--- src/rtl/ets_pkg.sv ---
package ets_pkg;

  typedef enum logic [1:0] {
    CMP_IDLE  = 2'd0,
    CMP_ARMED = 2'd1,
    CMP_DONE  = 2'd2
  } cmp_state_t;

endpackage

--- src/rtl/ets_edge.sv ---
// Rising-edge detector on the capture request.
module ets_edge (
  input  logic clk,
  input  logic rst_n,
  input  logic trig,
  output logic fire
);
  logic trig_q;

  always_ff @(posedge clk or negedge rst_n) begin
    if (!rst_n) trig_q <= 1'b0;
    else        trig_q <= trig;
  end

  assign fire = trig & ~trig_q;
endmodule

--- src/rtl/ets_delay.sv ---
// Delay line for the trigger, TRIG_DELAY stages.
module ets_delay #(
  parameter int TRIG_DELAY = 4
) (
  input  logic clk,
  input  logic rst_n,
  input  logic trig,
  output logic trig_dly
);
  logic [TRIG_DELAY-1:0] stage_q;

  genvar g;
  generate
    for (g = 0; g < TRIG_DELAY; g++) begin : g_stage
      logic stage_d;
      if (g == 0) begin : g_first
        assign stage_d = trig;
      end else begin : g_rest
        assign stage_d = stage_q[g-1];
      end
      always_ff @(posedge clk or negedge rst_n) begin
        if (!rst_n) stage_q[g] <= 1'b0;
        else        stage_q[g] <= stage_d;
      end
    end
  endgenerate

  assign trig_dly = stage_q[TRIG_DELAY-1];
endmodule

--- src/rtl/ets_store.sv ---
// Closed storage: input stage loads on capture, output follows one cycle later.
module ets_store #(
  parameter int W = 8
) (
  input  logic         clk,
  input  logic         rst_n,
  input  logic         fire,
  input  logic [W-1:0] din,
  output logic [W-1:0] cap_in,
  output logic         pend,
  output logic [W-1:0] dout
);
  logic [W-1:0] cap_in_d, dout_d;
  logic         pend_d;

  always_comb begin
    cap_in_d = cap_in;
    if (fire) cap_in_d = din;
    pend_d = fire;
    dout_d = dout;
    if (pend) dout_d = cap_in;
  end

  always_ff @(posedge clk or negedge rst_n) begin
    if (!rst_n) begin
      cap_in <= '0;
      pend   <= 1'b0;
      dout   <= '0;
    end else begin
      cap_in <= cap_in_d;
      pend   <= pend_d;
      dout   <= dout_d;
    end
  end
endmodule

--- src/rtl/ets_complete.sv ---
// Completion detection: equality of storage input and output, gated by delayed trigger.
module ets_complete #(
  parameter int W = 8
) (
  input  logic         clk,
  input  logic         rst_n,
  input  logic         fire,
  input  logic         trig_dly,
  input  logic [W-1:0] cap_in,
  input  logic [W-1:0] dout,
  output logic         done
);
  import ets_pkg::*;

  cmp_state_t state_q, state_d;
  logic       match;

  assign match = &(~(cap_in ^ dout));

  always_comb begin
    state_d = state_q;
    unique case (state_q)
      CMP_IDLE:  if (fire) state_d = CMP_ARMED;
      CMP_ARMED: if (trig_dly && match) state_d = CMP_DONE;
      CMP_DONE:  begin
        if (fire)           state_d = CMP_ARMED;
        else if (!trig_dly) state_d = CMP_IDLE;
      end
      default:   state_d = CMP_IDLE;
    endcase
  end

  always_ff @(posedge clk or negedge rst_n) begin
    if (!rst_n) state_q <= CMP_IDLE;
    else        state_q <= state_d;
  end

  assign done = (state_q == CMP_DONE);
endmodule

--- src/rtl/ets_top.sv ---
module ets_top #(
  parameter int W          = 8,
  parameter int TRIG_DELAY = 4
) (
  input  logic         clk,
  input  logic         rst_n,
  input  logic [W-1:0] din,
  input  logic         trig,
  output logic [W-1:0] dout,
  output logic         done
);
  logic         fire, trig_dly, pend;
  logic [W-1:0] cap_in;

  ets_edge u_edge (
    .clk(clk), .rst_n(rst_n), .trig(trig), .fire(fire)
  );

  ets_delay #(.TRIG_DELAY(TRIG_DELAY)) u_delay (
    .clk(clk), .rst_n(rst_n), .trig(trig), .trig_dly(trig_dly)
  );

  ets_store #(.W(W)) u_store (
    .clk(clk), .rst_n(rst_n), .fire(fire), .din(din),
    .cap_in(cap_in), .pend(pend), .dout(dout)
  );

  ets_complete #(.W(W)) u_cmp (
    .clk(clk), .rst_n(rst_n), .fire(fire), .trig_dly(trig_dly),
    .cap_in(cap_in), .dout(dout), .done(done)
  );
endmodule

--- config.mk ---
export PLATFORM = sky130hd
export DESIGN_NAME = ets_top
export DESIGN_NICKNAME = d
export VERILOG_FILES = /design/src/rtl/ets_pkg.sv /design/src/rtl/ets_edge.sv /design/src/rtl/ets_delay.sv /design/src/rtl/ets_store.sv /design/src/rtl/ets_complete.sv /design/src/rtl/ets_top.sv
export SDC_FILE = /design/constraint.sdc
export NUM_CORES = 1
export LEC_CHECK = 0
export ABC_CLOCK_PERIOD_IN_PS = 1500
export BUFFER_PORTS_ARGS = -buffer_cell sky130_fd_sc_hd__clkbuf_2
export CORE_MARGIN = 10
export CORE_UTILIZATION = 51
export DETAILED_ROUTE_END_ITERATION = 7
export GPL_TIMING_DRIVEN = 0
export PLACE_DENSITY_LB_ADDON = 0.25
export SYNTH_ARGS = -nofsm -noshare
export SYNTH_HDL_FRONTEND = slang
export SYNTH_SLANG_ARGS = --single-unit
--- constraint.sdc ---
create_clock -name clk -period 1.5 [get_ports clk]
set_clock_uncertainty 0.05 [all_clocks]
set_input_delay 0 -clock clk [delete_from_list [all_inputs] [get_ports clk]]
set_output_delay 0 -clock clk [all_outputs]
set_load 0.05 [all_outputs]
==> results.toml <==
[outcome]
status = "finished, final reports clean"

[yosys]
synth_cell_types = 15
synth-seq-cells = 23
postSynthAreaPerCell_um2 = 15.3
seq_area_frac_synth = 0.628
yosysWarningCount = 0
yosysTopAreaCell = "dfrtp_1"
synthTopCellsByCount = "dfrtp_1 (23), mux2_2 (16), xor2_1 (7)"
synth_top_area_frac = 0.628
synth.most_common_cell = "dfrtp_1"
syn_nets = 71
synth_cells = 60
synthesis.area_um2 = 916
ys.flop_type = "dfrtp_1"
synth_edf_count = 0
synthArstFlopShare = 1.00
synth.area.top_cells = "dfrtp_1 (63%), mux2_2 (20%), xor2_1 (6.7%), nor4_2 (2.7%), a221oi_1 (0.96%)"

[cells_and_area]
fillers = 141
drive_above_1_share = 0.484
final_util = 0.686
antenna_cells = 0
postLayoutCellArea_um2 = 1170
nets = 105
area_growth_pct = 28.0

[placed_design]
port_buffers = 19
dp_hpwl_um = 1190
place.gp.congestion = 0.768
place_area_um2 = 1040

[critical_path]
crit_family = "flip-flops"
slowest_stage = "dfrtp_1"
arrival_ps = 1400
worst_setup_path_end_kind = "register"
path_max_fanout = 10
cpPeakStageDelay_ps = 410
worstSetupStartpointType = "register"
cp.buffers_inverters = 1
crit_chain = "nor2b_2, buf_4, mux2_2"
critPathRequiredTime_ps = 1660
critPathKind = "reg -> reg"

[pwr]
power.leakage_uw = 0.000530
powerDensity_nw_per_um2 = 1320
ir_drop_uv = 846

[timing]
max_freq_mhz = 803
rsz0062_at_grt = "no"
finalCritPeriodShare = 0.830
min_period_ps = 1240
hold_viol = 0
tightest_slew_ps = 540
drv_slew = 0
holdWs_ps = 140
setup_viol = 0
setup_tns_ps = 0
relSlewSlack = 0.640

[grt]
grt_pass1_vias = 602
grt_max_degree = 24
antenna_found_initial = 0
grt_pass1_wl_um = 2730
track_usage = 0.0855
overflow = 0

[clock_network]
cts_resized = 0
cts-hold-fix-buffers = 10
cts_sinks = 23
insertion_delay_ps = 310
tritoncts = "built"
numCtsBuffers = 3
clockBufferDepth = 2
cts-root-buf = "clkbuf_4"
cts.clk_slew.worst_paths_ps = 120
h-tree-depth = 1
postCtsSetupBuffers = 0

[routing]
drcViolationCount = 0
drtPass1Iterations = 3
avgViaCountPerCell = 4.70
vias = 555
wl_um = 1610
routedWlPerCell_um = 13.7
drtIter0Drc = 12
final_antenna_net_count = 0

[floorplan]
start_util = 0.536
die_height_um = 62.4
top_level_ports = 20
die_area_um2 = 3890
die_w_um = 62.4
rows = 15
core_area_um2 = 1710

[run]
maxCapViolCount = 0

[hold_path]
hold_path_class = "in -> async"
## cell usage in the layout (no fill, tap or decap)
cell and n:
a221oi_1 1, a31o_1 1, buf_2 1, buf_4 1, clkbuf_2 19, clkbuf_4 3
clkinv_2 1, dfrtp_1 23, dlygate4sd3_1 10, inv_1 1, mux2_2 16, nand2_1 1
nand3_1 1, nor2_1 2, nor2b_2 2, nor4_2 2, xnor2_1 1, xor2_1 7
## power breakdown
part / internal [uW] / total, uW / switching [uW]
combinational: 176 / 478 / 301
sequential: 713 / 794 / 80.7
clock: 99.5 / 279 / 180
total: 989 / 1550 / 562
## registers in the layout, indices dropped and copies added, names as in the netlist
register / count
u_cmp.state_q: 2
u_delay.g_stage.stage_d: 3
u_delay.trig_dly: 1
u_store.cap_in: 8
u_store.dout: 8
u_store.pend: 1
## metal layers
layer | global-route usage | vias to the layer above | share of wire
met5 | 0 | - | 0
met4 | 0.0419 | 0 | 0.018
met3 | 0.0233 | 4 | 0.042
met2 | 0.147 | 13 | 0.52
met1 | 0.0943 | 268 | 0.42
li1 | - | 270 | -
## logic make-up (layout without fill, tap and decap cells)
logic type	Yosys count	in the layout	synth area share
XOR/XNOR	8	8	0.0765
buffers and inverters	3	36	0.0178
AO/OA/AOI/OAI	2	2	0.0191
AND/OR/NAND/NOR	8	8	0.0615
multiplexers	16	16	0.197
flip-flops	23	23	0.628
## layout make-up
cell class / instances / area [um2] / area share
flip-flops and latches: 23 / 576 / 0.491
multi-input cells: 34 / 327 / 0.279
repair buffers: 29 / 195 / 0.166
well taps: 25 / 31.3 / 0.0267
clock buffers: 3 / 22.5 / 0.0192
plain buffers: 2 / 12.5 / 0.0107
clock inverters: 1 / 5.00 / 0.00427
inverters: 1 / 3.75 / 0.00320
## worst paths after layout
kind	start	to	slack (ps)	cells after the start
max in group asynchronous	rst_n	u_delay.trig_dly	900	2
worst min register to register	u_delay.g_stage[2].stage_d	u_delay.g_stage[3].stage_d	320	0
worst max register to register	u_delay.g_stage[1].stage_d	u_store.cap_in[5]	260	3
worst max-delay path	u_delay.g_stage[1].stage_d	u_store.cap_in[5]	260	3
worst min-delay path	rst_n	u_store.cap_in[3]	140	2
min in group clk	trig	u_delay.g_stage[1].stage_d	290	2
## metrics by stage
stage               std cells  power [uW]  setup WS (ps)
global placement          104        1260            288
detailed placement        104        1280            254
global route              118        1650            153
floorplan                  60        1150            103
CTS                       118        1580            234
finish                    118        1550            255
Note: power is estimated with default switching activity, not from simulation.
